[config.mk]
export PLATFORM = sky130hd
export DESIGN_NAME = ow_seq
export DESIGN_NICKNAME = d
export VERILOG_FILES = /design/src/rtl/ow_seq_pkg.sv /design/src/rtl/ow_shreg.sv /design/src/rtl/ow_triplet.sv /design/src/rtl/ow_status.sv /design/src/rtl/ow_seq.sv
export SDC_FILE = /design/constraint.sdc
export NUM_CORES = 1
export LEC_CHECK = 0
export ABC_AREA = 1
export BUFFER_PORTS_ARGS = -buffer_cell sky130_fd_sc_hd__clkbuf_2
export CORE_MARGIN = 2
export CORE_UTILIZATION = 40
export CTS_CLUSTER_DIAMETER = 40
export DETAILED_ROUTE_END_ITERATION = 16
export PLACE_DENSITY = 0.63
export SYNTH_ARGS = -nofsm -noshare
export SYNTH_HDL_FRONTEND = slang
export SYNTH_SLANG_ARGS = --single-unit
[constraint.sdc]
create_clock -name clk -period 1.8 [get_ports clk]
set_input_delay 0.36 -clock clk [delete_from_list [all_inputs] [get_ports clk]]
set_output_delay 0.36 -clock clk [all_outputs]
set_load 0.05 [all_outputs]
[src/rtl/ow_seq_pkg.sv]
package ow_seq_pkg;
  typedef enum logic [2:0] {
    OP_RESET = 3'd0,
    OP_BIT   = 3'd1,
    OP_WBYTE = 3'd2,
    OP_RBYTE = 3'd3,
    OP_TRIP  = 3'd4
  } op_e;

  typedef enum logic [1:0] {
    SK_RESET  = 2'd0,
    SK_WRITE0 = 2'd1,
    SK_WRITE1 = 2'd2
  } slot_kind_e;

  typedef enum logic [1:0] {
    ST_IDLE  = 2'd0,
    ST_ISSUE = 2'd1,
    ST_WAIT  = 2'd2
  } seq_state_e;
endpackage

[src/rtl/ow_shreg.sv]
module ow_shreg #(
  parameter int DATA_W = 8
) (
  input  logic              clk,
  input  logic              rst_n,
  input  logic              load,
  input  logic [DATA_W-1:0] load_val,
  input  logic              shift,
  input  logic              in_bit,
  output logic [DATA_W-1:0] q
);
  always_ff @(posedge clk or negedge rst_n) begin
    if (!rst_n)      q <= '0;
    else if (load)   q <= load_val;
    else if (shift)  q <= {in_bit, q[DATA_W-1:1]};
  end
endmodule

[src/rtl/ow_triplet.sv]
module ow_triplet (
  input  logic clk,
  input  logic rst_n,
  input  logic take_first,
  input  logic take_second,
  input  logic sample,
  input  logic host_dir,
  output logic first_q,
  output logic second_q,
  output logic chosen_dir
);
  always_ff @(posedge clk or negedge rst_n) begin
    if (!rst_n) begin
      first_q  <= 1'b0;
      second_q <= 1'b0;
    end else begin
      if (take_first)  first_q  <= sample;
      if (take_second) second_q <= sample;
    end
  end

  always_comb begin
    if (first_q && second_q)      chosen_dir = 1'b1;
    else if (first_q ^ second_q)  chosen_dir = first_q;
    else                          chosen_dir = host_dir;
  end
endmodule

[src/rtl/ow_status.sv]
module ow_status #(
  parameter int DATA_W = 8
) (
  input  logic              clk,
  input  logic              rst_n,
  input  logic              ev_reset,
  input  logic              presence,
  input  logic              short_seen,
  input  logic              ev_sbr,
  input  logic              ev_tsb,
  input  logic              ev_dir,
  input  logic              sample,
  input  logic              dir_val,
  input  logic              ev_rd,
  input  logic [DATA_W-1:0] rd_val,
  output logic              sbr,
  output logic              tsb,
  output logic              dir,
  output logic              ppd,
  output logic              sd,
  output logic [DATA_W-1:0] rd_data
);
  always_ff @(posedge clk or negedge rst_n) begin
    if (!rst_n) begin
      sbr     <= 1'b0;
      tsb     <= 1'b0;
      dir     <= 1'b0;
      ppd     <= 1'b0;
      sd      <= 1'b0;
      rd_data <= '0;
    end else begin
      if (ev_reset) begin
        sd  <= short_seen;
        ppd <= presence && !short_seen;
      end
      if (ev_sbr) sbr     <= sample;
      if (ev_tsb) tsb     <= sample;
      if (ev_dir) dir     <= dir_val;
      if (ev_rd)  rd_data <= rd_val;
    end
  end

  AST_SD_BLOCKS_PPD: assert property (@(posedge clk) disable iff (!rst_n) sd |-> !ppd);
  AST_TSB_ONLY_EVENT: assert property (@(posedge clk) disable iff (!rst_n)
    !ev_tsb |=> $stable(tsb));
endmodule

[src/rtl/ow_seq.sv]
module ow_seq
  import ow_seq_pkg::*;
#(
  parameter int DATA_W = 8
) (
  input  logic              clk,
  input  logic              rst_n,
  input  logic              abort,
  input  logic              cmd_valid,
  output logic              cmd_ready,
  input  logic [2:0]        cmd_op,
  input  logic [DATA_W-1:0] cmd_arg,
  input  logic              cmd_spu,
  output logic              slot_valid,
  input  logic              slot_ready,
  output logic [1:0]        slot_kind,
  output logic              slot_spu,
  input  logic              res_valid,
  input  logic              res_bit,
  input  logic              res_presence,
  input  logic              res_short,
  output logic              busy,
  output logic              sbr,
  output logic              tsb,
  output logic              dir,
  output logic              ppd,
  output logic              sd,
  output logic [DATA_W-1:0] rd_data
);
  localparam int IDX_W    = $clog2(DATA_W) + 1;
  localparam int TRIP_N   = 3;

  seq_state_e       st;
  op_e              op_q;
  logic             v_q;
  logic             spu_q;
  logic [IDX_W-1:0] idx;
  logic [IDX_W-1:0] n_slots;
  logic             last_slot;
  logic             accept;
  logic             take;
  logic [DATA_W-1:0] sh;
  logic             t_first, t_second, t_dir;
  slot_kind_e       kind;

  assign cmd_ready = (st == ST_IDLE) && !abort;
  assign accept    = cmd_valid && cmd_ready;
  assign busy      = (st != ST_IDLE);
  assign take      = (st == ST_WAIT) && res_valid && !abort;

  always_comb begin
    unique case (op_q)
      OP_WBYTE, OP_RBYTE: n_slots = IDX_W'(DATA_W);
      OP_TRIP:            n_slots = IDX_W'(TRIP_N);
      default:            n_slots = IDX_W'(1);
    endcase
  end
  assign last_slot = (idx == n_slots - IDX_W'(1));

  always_ff @(posedge clk or negedge rst_n) begin
    if (!rst_n) begin
      st    <= ST_IDLE;
      op_q  <= OP_RESET;
      v_q   <= 1'b0;
      spu_q <= 1'b0;
      idx   <= '0;
    end else if (abort) begin
      st  <= ST_IDLE;
      idx <= '0;
    end else begin
      unique case (st)
        ST_IDLE: if (accept) begin
          st    <= ST_ISSUE;
          op_q  <= op_e'(cmd_op);
          v_q   <= cmd_arg[DATA_W-1];
          spu_q <= cmd_spu;
          idx   <= '0;
        end
        ST_ISSUE: if (slot_ready) st <= ST_WAIT;
        ST_WAIT: if (res_valid) begin
          idx <= idx + IDX_W'(1);
          st  <= last_slot ? ST_IDLE : ST_ISSUE;
        end
        default: st <= ST_IDLE;
      endcase
    end
  end

  ow_shreg #(.DATA_W(DATA_W)) u_shreg (
    .clk      (clk),
    .rst_n    (rst_n),
    .load     (accept),
    .load_val (cmd_arg),
    .shift    (take && (op_q == OP_WBYTE || op_q == OP_RBYTE)),
    .in_bit   (res_bit),
    .q        (sh)
  );

  ow_triplet u_trip (
    .clk         (clk),
    .rst_n       (rst_n),
    .take_first  (take && op_q == OP_TRIP && idx == IDX_W'(0)),
    .take_second (take && op_q == OP_TRIP && idx == IDX_W'(1)),
    .sample      (res_bit),
    .host_dir    (v_q),
    .first_q     (t_first),
    .second_q    (t_second),
    .chosen_dir  (t_dir)
  );

  always_comb begin
    unique case (op_q)
      OP_RESET: kind = SK_RESET;
      OP_BIT:   kind = v_q   ? SK_WRITE1 : SK_WRITE0;
      OP_WBYTE: kind = sh[0] ? SK_WRITE1 : SK_WRITE0;
      OP_TRIP:  kind = (idx < IDX_W'(2)) ? SK_WRITE1 : (t_dir ? SK_WRITE1 : SK_WRITE0);
      default:  kind = SK_WRITE1;
    endcase
  end

  assign slot_valid = (st == ST_ISSUE);
  assign slot_kind  = kind;
  assign slot_spu   = slot_valid && spu_q && last_slot && (op_q == OP_BIT || op_q == OP_WBYTE);

  ow_status #(.DATA_W(DATA_W)) u_status (
    .clk        (clk),
    .rst_n      (rst_n),
    .ev_reset   (take && op_q == OP_RESET),
    .presence   (res_presence),
    .short_seen (res_short),
    .ev_sbr     (take && (op_q == OP_BIT || (op_q == OP_TRIP && idx == IDX_W'(0)))),
    .ev_tsb     (take && op_q == OP_TRIP && idx == IDX_W'(1)),
    .ev_dir     (take && op_q == OP_TRIP && idx == IDX_W'(2)),
    .sample     (res_bit),
    .dir_val    (t_dir),
    .ev_rd      (take && op_q == OP_RBYTE && last_slot),
    .rd_val     ({res_bit, sh[DATA_W-1:1]}),
    .sbr        (sbr),
    .tsb        (tsb),
    .dir        (dir),
    .ppd        (ppd),
    .sd         (sd),
    .rd_data    (rd_data)
  );

  AST_SLOT_HELD: assert property (@(posedge clk) disable iff (!rst_n || abort)
    slot_valid && !slot_ready |=> slot_valid && $stable(slot_kind));
  AST_ABORT_IDLE: assert property (@(posedge clk) disable iff (!rst_n)
    abort |=> !busy && !slot_valid);
  AST_BUSY_AFTER_ACCEPT: assert property (@(posedge clk) disable iff (!rst_n || abort)
    cmd_valid && cmd_ready |=> busy);
  AST_NO_READY_BUSY: assert property (@(posedge clk) disable iff (!rst_n)
    busy |-> !cmd_ready);
  AST_SPU_WRITE_ONLY: assert property (@(posedge clk) disable iff (!rst_n)
    slot_spu |-> slot_valid && slot_kind != 2'd0);
endmodule

==> summary.md, run 1 <==
| Metric | Value |
|---|---|
| Register area share after synthesis | `45.2%` |
| DR WL/cell | `13.1 µm` |
| Cell area after synthesis | `1830 µm²` |
| Port Buffers | `39` |
| Main combinational cell family by area after synthesis | `simple AND/OR/NAND/NOR gates` |
| ANT nets after route | `0` |
| Slew Viols, Final | `0` |
| Clock power frac | `14.1%` |
| Hold-fix buffers at CTS | `0` |
| Sum Neg Setup Slack | `-0.551 ns` |
| Kind of critical path | `flip-flop to output port` |
| Global Route met1 Usage | `26.9%` |
| Fin crit period | `a little over 2 ns` |
| P_leak | `1.28 nW` |
| RSZ-0062 raised after global routing | `true` |
| Initial antenna violation count | `0` |
| Initial core utilization | `41.6%` |
| Core ar. | `4380 µm²` |
| Worst VDD drop | `between 0.0008 and 0.0009 V` |
| Slew @ Worst Pin | `0.296 ns` |
| Final Cycle Share | `114%` |
| Crit start category | `flip-flop` |
| Initial DRT Pass Iterations | `6` |
| Final Hold Fails | `0` |
| WP data arrival | `1.70 ns` |
| Gr ovfl total | `0` |
| WL final | `roughly 4.5 mm` |
| DR vias | `roughly 1700` |
| Synth Area in XOR/XNOR | `0.480%` |
| First-pass GRT wire length | `a little under 8 mm` |
| MaxCap Viol Count | `0` |
| Synth cell types | `28` |
| P per Cell Area | `1540 nW/µm²` |
| Io pins | `40` |
| Drc violations | `0` |
| Crit path max fanout | `2` |
| Most Crowded Layer GR | `met2` |
| Root Driver | `clkbuf_8` |
| Skew final | `0.00566 ns` |
| Rows | `24` |
| Top-area cell type share of the netlist area | `45.2%` |
| Internal power | `0.00207 W` |
| Met3 usage | `under 10%` |
| Via density | `between 4 and 5` |
| Comb pwr share | `55.4%` |
| Net Sw Power | `approximately 0.0017 W` |
| Synth Net Count | `252` |
| Synth Area in Compound Gates | `10.5%` |
| Number of synthesized flops with an enable pin | `0` |
| GR met2 Demand/Resource | `29.4%` |
| Cells after synthesis | `226` |
| Clk_lat worst skew | `0.29 ns` |
| Synthesized flop and latch total | `33` |
| Fmax | `486 MHz` |
| Dominant synthesized flop cell | `dfrtp_1` |
| Post-synth top cells | `71 x nand2_1, 33 x dfrtp_1, 21 x inv_1` |
| Largest net degree at the start of global routing | `34` |
| GRT Total Usage | `19.4%` |
| Net switching share of the total power | `45.8%` |
| Relative slew slack | `between 80% and 90%` |
| Share of layout cells above drive strength 1 | `between 30% and 40%` |
| Die Y | `71.6 µm` |
| Synth Area in Adders | `3.43%` |
| Die area | `roughly 5000 µm²` |
| Post-Layout Cell Count | `345` |
| Longest Clk Path Bufs | `2` |
| Synth area leaders | `dfrtp_1 45%, nand2_1 15%, o21ai_0 4.7%, inv_1 4.3%, nor2_1 3.5%` |
| Placed Cells incl. Taps | `322` |
| Worst Setup End Kind | `output port` |
| TritonCTS buffer count | `5` |
| R2R setup slack | `0.13 ns` |
| Simple-gate share of the synthesized area | `34.0%` |
| Yosys warning count | `0` |
| Final WS setup | `-0.256 ns` |
| Nets@finish | `~320` |
| DRT iter0 DRCs | `108` |
| Antenna cell count | `0` |
| Number of H-tree levels | `2` |
| Routability congestion estimate | `between 0.7 and 0.8` |
| CTS tree | `built` |
| Yosys top cell by area | `dfrtp_1` |
| CTS Sinks | `33` |
| Number of global-route vias before repair | `1615` |
| Die width | `just over 70 µm` |
| Worst endpoint required time | `around 1.4 ns` |
| Avg Synthesized Cell Area | `about 8 µm²` |
| Finish-stage setup viols | `3` |
| Worst-path clk slew | `roughly 0.070 ns` |
| Min-Delay Path Class | `input port to asynchronous set/reset pin` |
| Status | `finished with violations` |
| Sequential share of power | `roughly 31%` |
| Failing checks | `negative setup slack` |
| Most frequent cell after synthesis | `nand2_1` |
| Hpwl dp | `3.15 mm` |
| P&R area growth vs syn | `36.0%` |
| Mux share of post-synthesis cell area | `0%` |
| Async SR Flop Fraction | `100%` |
cells by family after synthesis:
group                    Yosys count
AND/OR/NAND/NOR                  127
AO/OA/AOI/OAI                     33
flip-flops                        33
buffers and inverters             27
adder cells (fa/ha/maj)            5
XOR/XNOR                           1
per-stage QoR:
step | total power, W | cell area, µm² | utilization, % | setup slack (ns) | hold slack (ns)
finish | 0.00382 | 2480 | 56.6 | -0.256 | 0.0187
global route | 0.00408 | 2480 | 56.6 | -0.309 | 0.0354
CTS | 0.00384 | 2480 | 56.6 | -0.255 | 0.0169
detailed placement | 0.00288 | 2220 | 50.6 | 0.0177 | 0.334
global placement | 0.00285 | 2220 | 50.6 | 0.0546 | 0.334
floorplan | 0.00239 | 1880 | - | 0.00105 | 0.0644
sequential cells by signal (all words and copies together), names as in the netlist:
signal            count
u_shreg.q             8
u_status.rd_data      8
idx                   4
op_q                  3
st                    2
spu_q                 1
u_status.dir          1
u_status.ppd          1
u_status.sbr          1
u_status.sd           1
u_trip.first_q        1
u_trip.second_q       1
v_q                   1
final timing paths:
path	from	end	depth (start not counted)
max reg2reg	u_trip.first_q$_DFFE_PN0P_	u_status.dir$_DFFE_PN0P_	10
max in group asynchronous	rst_n	op_q[0]$_DFFE_PN0P_	2
min reg2reg	u_status.rd_data[2]$_DFFE_PN0P_	u_status.rd_data[2]$_DFFE_PN0P_	2
max	u_trip.first_q$_DFFE_PN0P_	slot_kind[1]	7
min	rst_n	idx[1]$_DFFE_PN0P_	2
min in group clk	cmd_spu	spu_q$_DFFE_PN0P_	3
cell usage in the layout, fill, tap and decap left out, types with 2 or more instances in the layout:
master,count
a21oi_1,4
a21oi_2,3
a22oi_1,2
buf_12,3
buf_4,18
buf_6,4
clkbuf_2,36
clkbuf_8,5
clkinv_2,2
dfrtp_1,29
dfrtp_2,4
ha_1,4
inv_1,21
inv_2,3
nand2_1,69
nand2_2,5
nand3_1,10
nand3_2,2
nand3_4,2
nand3b_1,2
nand4_1,10
nor2_1,14
nor2_4,8
o211ai_1,3
o21ai_0,15
cell type report:
cell class / count / area, µm²
inverters: 24 / 90.1
well taps: 52 / 65.1
flip-flops and latches: 33 / 831
clock inverters: 2 / 10.0
clock buffers: 6 / 72.6
multi-input cells: 166 / 978
repair buffers: 62 / 435
fillers: 409 / 1900
routing by layer:
| layer | wire length, µm | part of all wire, % |
|---|---|---|
| met5 | 0 | 0 |
| met3 | 244 | 5.4 |
| met2 | 2050 | 45 |
| met4 | 70 | 1.5 |
| met1 | 2160 | 48 |
power groups by stage:
stage	clock network, W	registers (W)	logic, W
after floorplan	0	0.00126	0.00112
after global placement	0	0.00118	0.00167
after detailed placement	0	0.00118	0.00170
after CTS	0.000557	0.00116	0.00212
after global routing	0.000591	0.00119	0.00229
final	0.000538	0.00116	0.00212
critical path: stages (launching register included):
cell and delay [ns]:
dfrtp_1 0.41, ha_4 0.26, a21oi_2 0.14, o21ai_2 0.08, a21oi_2 0.15, buf_4 0.15, o21ai_4 0.06, buf_8 0.16
repair_timing:
action / CTS / global route
pin swaps: 7 / 2
resized for setup: 19 / 3
endpoints found under the setup margin: 3 / 4
setup buffers: 15 / 2
(Power assumes the default switching activity.)
==> inputs of run 2 (changes only) <==
- BUFFER_PORTS_ARGS: -buffer_cell sky130_fd_sc_hd__clkbuf_2 -> default
- DONT_BUFFER_PORTS: default -> 1
- PLACE_DENSITY: 0.63 -> 0.55
==> summary.md, run 2 (synthesis gave the netlist of run 1 again) <==
| Metric | Value |
|---|---|
| Status | `finished with violations (unchanged)` |
| Failing checks | `negative setup slack (unchanged)` |
| Number of global-route vias before repair | `1459 (was 1615)` |
| TritonCTS buffer count | `5 (unchanged)` |
| Die area | `5120 µm² (unchanged)` |
| Internal power | `0.00208 W (was 0.00207 W)` |
| ANT nets after route | `0 (unchanged)` |
| CTS tree | `built (unchanged)` |
| Clock power frac | `19.2% (was 14.1%)` |
| Via density | `5.05 (was 4.95)` |
| Crit path max fanout | `2 (unchanged)` |
| Placed Cells incl. Taps | `290 (was 322)` |
| Rows | `24 (unchanged)` |
| Share of layout cells above drive strength 1 | `25.7% (was 35.8%)` |
| GRT Total Usage | `17.9% (was 19.4%)` |
| Biggest regs | `u_shreg.q x8, u_status.rd_data x8, idx x4 (unchanged)` |
| First-pass GRT wire length | `7.13 mm (was 7.70 mm)` |
| Worst-path clk slew | `0.07 ns (about the same)` |
| Post-Layout Cell Count | `305 (was 345)` |
| Io pins | `40 (unchanged)` |
| P&R area growth vs syn | `25.7% (was 36.0%)` |
| Relative slew slack | `66.0% (was 80.2%)` |
| Drc violations | `0 (unchanged)` |
| DRT iter0 DRCs | `50 (was 108)` |
| Largest net degree at the start of global routing | `34 (unchanged)` |
| Initial antenna violation count | `0 (unchanged)` |
| Final Hold Fails | `0 (unchanged)` |
| Core ar. | `4380 µm² (unchanged)` |
| Hpwl dp | `3.19 mm (was 3.15 mm)` |
| Min-Delay Path Class | `input port to flip-flop (was input port to asynchronous set/reset pin)` |
| Routability congestion estimate | `0.807 (was 0.780)` |
| Fmax | `514 MHz (was 486 MHz)` |
| Longest Clk Path Bufs | `2 (unchanged)` |
| WP data arrival | `1.59 ns (was 1.70 ns)` |
| P_leak | `1.13 nW (was 1.28 nW)` |
| Sum Neg Setup Slack | `-0.369 ns (was -0.551 ns)` |
| Net switching share of the total power | `45.1% (was 45.8%)` |
| Initial DRT Pass Iterations | `4 (was 6)` |
| Pre-CTS WS | `0.0872 ns (was 0.0177 ns)` |
| Gr ovfl total | `0 (unchanged)` |
| Slew @ Worst Pin | `0.509 ns (was 0.296 ns)` |
| Port Buffers | `0 (was 39)` |
| Max layer used | `met4 (unchanged)` |
| Worst VDD drop | `0.000812 V (was 0.000810 V)` |
| Final Cycle Share | `108% (was 114%)` |
| Net Sw Power | `0.00170 W (was 0.00175 W)` |
| Finish-stage setup viols | `3 (unchanged)` |
| Clk_lat worst skew | `0.29 ns (about the same)` |
| Root Driver | `clkbuf_8 (unchanged)` |
| Pwr Total | `0.00378 W (was 0.00382 W)` |
| CTS Sinks | `33 (unchanged)` |
| MaxCap Viol Count | `0 (unchanged)` |
| DR vias | `1539 (was 1708)` |
| DR WL/cell | `14.1 µm (was 13.1 µm)` |
| Initial core utilization | `41.6% (unchanged)` |
| RSZ-0062 raised after global routing | `true (unchanged)` |
| Die width | `71.6 µm (unchanged)` |
| Crit start category | `flip-flop (unchanged)` |
| Comb pwr share | `45.8% (was 55.4%)` |
| Number of H-tree levels | `2 (unchanged)` |
| Most common cell after layout, fill and taps aside | `nand2_1 (unchanged)` |
| Met3 routed WL | `211 µm (was 244 µm)` |
| Kind of critical path | `flip-flop to output port (unchanged)` |
| WL final | `4.29 mm (was 4.52 mm)` |
| Final WS setup | `-0.146 ns (was -0.256 ns)` |
| Slew Viols, Final | `0 (unchanged)` |
| Nets@finish | `278 (was 318)` |
| Routed wl met2 | `1.92 mm (was 2.05 mm)` |
| Hold Slack | `0.187 ns (was 0.0187 ns)` |
| Skew final | `0.00751 ns (was 0.00566 ns)` |
| Antenna cell count | `0 (unchanged)` |
| Die Y | `71.6 µm (unchanged)` |
| M1 WL | `2.11 mm (was 2.16 mm)` |
| Fin crit period | `1.95 ns (was 2.06 ns)` |
| Commonest non-fill, non-tap cells in the layout | `68 x nand2_1, 30 x dfrtp_1, 21 x inv_1 (was 69 x nand2_1, 36 x clkbuf_2, 29 x dfrtp_1)` |
| Sequential share of power | `35.0% (was 30.5%)` |
| Worst Setup End Kind | `output port (unchanged)` |
| Worst endpoint required time | `1.44 ns (about the same)` |
| P per Cell Area | `1650 nW/µm² (was 1540 nW/µm²)` |
-- run 2: timing repair --
item / CTS / global route
setup endpoints to repair: 3 / 3
setup buffers: 4 / 1
hold buffers: 2 / 0
gates resized for setup: 7 / 7
hold endpoints to repair: 33 / 0
pin swaps: 4 / 5
-- run 2: final cells by class --
type	count	area (µm²)
clock buffer	7	86.3
tap	52	65.1
timing repair buffer	22	205
inverter	24	90.1
fill	439	2090
clock inverter	1	30.0
sequential	33	830
multi-input combinational	166	988
-- run 2: worst paths after layout --
path                                                   from                     endpoint  slack, ns  cells after the start
worst max register to register            st[0]$_DFFE_PN0P_     u_shreg.q[3]$_DFFE_PN0P_       0.27                      6
worst max-delay path            u_trip.second_q$_DFFE_PN0P_                 slot_kind[0]      -0.15                      6
worst min-delay path                                cmd_spu            spu_q$_DFFE_PN0P_       0.19                      2
min in group asynchronous                             rst_n            st[0]$_DFFE_PN0P_       0.51                      2
worst min register to register            spu_q$_DFFE_PN0P_            spu_q$_DFFE_PN0P_       0.49                      2
max in group asynchronous                             rst_n  u_trip.second_q$_DFFE_PN0P_       1.07                      2
-- run 2: worst max-delay path, stage by stage (launching register included) --
cell     delay, ns
dfrtp_2       0.42
ha_4          0.25
a21oi_2       0.12
o21ai_2       0.08
a21oi_2       0.19
nand2_2       0.09
nand3_4       0.15
-- run 2: through the flow --
stage                     utilization, %  cell area [µm²]
final                               52.3             2290
after global routing                52.3             2290
after global placement              46.9             2060
after CTS                           51.5             2260
after floorplan                        -             1880
after detailed placement            46.9             2060
-- run 2: per-layer routing --
metal,track usage (%),up-vias
li1,-,798
met3,4.78,7
met1,26.5,702
met5,0,-
met4,5.03,0
met2,25.9,32
-- run 2: power by group through the flow --
| stage | sequential, W | clock [W] | combinational (W) |
|---|---|---|---|
| after CTS | 0.00131 | 0.000738 | 0.00166 |
| after floorplan | 0.00126 | 0 | 0.00112 |
| after global routing | 0.00135 | 0.000766 | 0.00188 |
| final | 0.00133 | 0.000725 | 0.00173 |
| after global placement | 0.00132 | 0 | 0.00153 |
| after detailed placement | 0.00132 | 0 | 0.00154 |
==> inputs of run 3 (changes only) <==
- PLACE_DENSITY: 0.55 -> default
- PLACE_DENSITY_LB_ADDON: default -> 0.3
==> summary.md, run 3 (synthesis gave the netlist of run 1 again) <==
| Metric | Value |
|---|---|
| Status | `finished with violations (unchanged)` |
| Failing checks | `negative setup slack (unchanged)` |
| Final Hold Fails | `0 (unchanged)` |
| WP data arrival | `1.63 ns (was 1.59 ns)` |
| Met3 routed WL | `267 µm (was 211 µm)` |
| CTS Sinks | `33 (unchanged)` |
| Final WS setup | `-0.191 ns (was -0.146 ns)` |
| Hpwl dp | `3.18 mm (was 3.19 mm)` |
| Crit start category | `flip-flop (unchanged)` |
| Root Driver | `clkbuf_8 (unchanged)` |
| CTS tree | `built (unchanged)` |
| GRT Total Usage | `19.0% (was 17.9%)` |
| TritonCTS buffer count | `5 (unchanged)` |
| Io pins | `40 (unchanged)` |
| Initial antenna violation count | `0 (unchanged)` |
| DR vias | `1600 (was 1539)` |
| Rows | `24 (unchanged)` |
| ANT nets after route | `0 (unchanged)` |
| Slew @ Worst Pin | `0.488 ns (was 0.509 ns)` |
| Crit path max fanout | `2 (unchanged)` |
| Fin area | `2330 µm² (was 2290 µm²)` |
| Fin crit period | `1.99 ns (was 1.95 ns)` |
| Worst-path clk slew | `0.07 ns (about the same)` |
| RSZ-0062 raised after global routing | `true (unchanged)` |
| Number of H-tree levels | `2 (unchanged)` |
| Commonest non-fill, non-tap cells in the layout | `68 x nand2_1, 30 x dfrtp_1, 21 x inv_1 (unchanged)` |
| Initial DRT Pass Iterations | `4 (unchanged)` |
| Gr ovfl total | `0 (unchanged)` |
| P&R area growth vs syn | `27.6% (was 25.7%)` |
| MaxCap Viol Count | `0 (unchanged)` |
| WL final | `4.64 mm (was 4.29 mm)` |
| First-pass GRT wire length | `7.41 mm (was 7.13 mm)` |
| Initial core utilization | `41.6% (unchanged)` |
| Worst VDD drop | `0.000717 V (was 0.000812 V)` |
| Core ar. | `4380 µm² (unchanged)` |
| Fmax | `502 MHz (was 514 MHz)` |
| Routed wl met2 | `2.13 mm (was 1.92 mm)` |
| Worst endpoint required time | `1.44 ns (about the same)` |
| Clk_lat worst skew | `0.29 ns (about the same)` |
| Final Cycle Share | `111% (was 108%)` |
| Relative slew slack | `67.5% (was 66.0%)` |
| Via density | `5.16 (was 5.05)` |
| P_leak | `1.15 nW (was 1.13 nW)` |
| Largest net degree at the start of global routing | `34 (unchanged)` |
| DRT iter0 DRCs | `55 (was 50)` |
| Finish-stage setup viols | `3 (unchanged)` |
| Hold Slack | `0.189 ns (was 0.187 ns)` |
| Area after DPL | `2040 µm² (was 2060 µm²)` |
| M1 WL | `2.13 mm (was 2.11 mm)` |
| Min-Delay Path Class | `input port to flip-flop (unchanged)` |
| Nets@finish | `283 (was 278)` |
| Share of layout cells above drive strength 1 | `27.9% (was 25.7%)` |
| Die Y | `71.6 µm (unchanged)` |
| Biggest regs | `u_shreg.q x8, u_status.rd_data x8, idx x4 (unchanged)` |
| Number of global-route vias before repair | `1575 (was 1459)` |
| Port Buffers | `0 (unchanged)` |
| Die width | `71.6 µm (unchanged)` |
| P per Cell Area | `1630 nW/µm² (was 1650 nW/µm²)` |
| Kind of critical path | `flip-flop to output port (unchanged)` |
| Routability congestion estimate | `0.809 (was 0.807)` |
| Skew final | `0.00852 ns (was 0.00751 ns)` |
| Worst Setup End Kind | `output port (unchanged)` |
| Sum Neg Setup Slack | `-0.565 ns (was -0.369 ns)` |
| Drc violations | `0 (unchanged)` |
| Antenna cell count | `0 (unchanged)` |
| Slew Viols, Final | `0 (unchanged)` |
| Die area | `5120 µm² (unchanged)` |
| Max layer used | `met4 (unchanged)` |
| Longest Clk Path Bufs | `2 (unchanged)` |
| Most common cell after layout, fill and taps aside | `nand2_1 (unchanged)` |
| Pwr Total | `0.00381 W (was 0.00378 W)` |
| DR WL/cell | `15.0 µm (was 14.1 µm)` |
run 3: final timing paths:
path | start | endpoint | slack [ns] | cells past startpoint
worst max register to register | u_trip.second_q$_DFFE_PN0P_ | u_status.dir$_DFFE_PN0P_ | 0.14 | 10
worst min-delay path | cmd_spu | spu_q$_DFFE_PN0P_ | 0.19 | 2
max in group asynchronous | rst_n | op_q[0]$_DFFE_PN0P_ | 1.07 | 2
worst max-delay path | u_trip.second_q$_DFFE_PN0P_ | slot_kind[0] | -0.19 | 6
worst min register to register | spu_q$_DFFE_PN0P_ | spu_q$_DFFE_PN0P_ | 0.49 | 2
min in group asynchronous | rst_n | idx[0]$_DFFE_PN0P_ | 0.53 | 2
run 3: worst max-delay path, stage by stage, from the launching register on:
cell,delay [ns]
dfrtp_2,0.43
ha_4,0.26
a21oi_4,0.12
o21ai_2,0.08
a21oi_2,0.21
nand2_2,0.10
nand3_4,0.15
run 3: layout make-up:
class,count,area (µm²)
clock buffer,6,72.6
sequential,33,830
fill,433,2050
tap,52,65.1
inverter,24,90.1
clock inverter,2,10.0
timing repair buffer,27,258
multi-input combinational,166,1000
run 3: timing repair:
item                                    4_1_cts  5_1_grt
hold endpoints to repair                     33        0
endpoints found under the setup margin        3        4
pin swaps                                     5        7
gates resized for setup                      14       10
buffers inserted                             12        3
hold buffers                                  2        0
run 3: through the flow:
stage          instances  setup WS [ns]  utilization [%]
6_report             310         -0.191             53.1
2_1_floorplan        226        0.00105                -
3_3_place_gp         288          0.100             46.6
3_5_place_dp         288         0.0696             46.6
5_1_grt              310         -0.255             53.1
4_1_cts              310         -0.198             52.3
run 3: where the power goes:
group | switching (W) | total [W] | internal, W
Clock | 0.000276 | 0.000544 | 0.000268
Combinational | 0.00114 | 0.00194 | 0.000799
Sequential | 0.000369 | 0.00133 | 0.000957
Total | 0.00178 | 0.00381 | 0.00202
run 3: per-layer routing:
layer / up-vias / global-route usage, %
met3: 11 / 5.49
met2: 47 / 28.8
met4: 0 / 8.81
li1: 811 / -
met5: - / 0
met1: 731 / 25.0
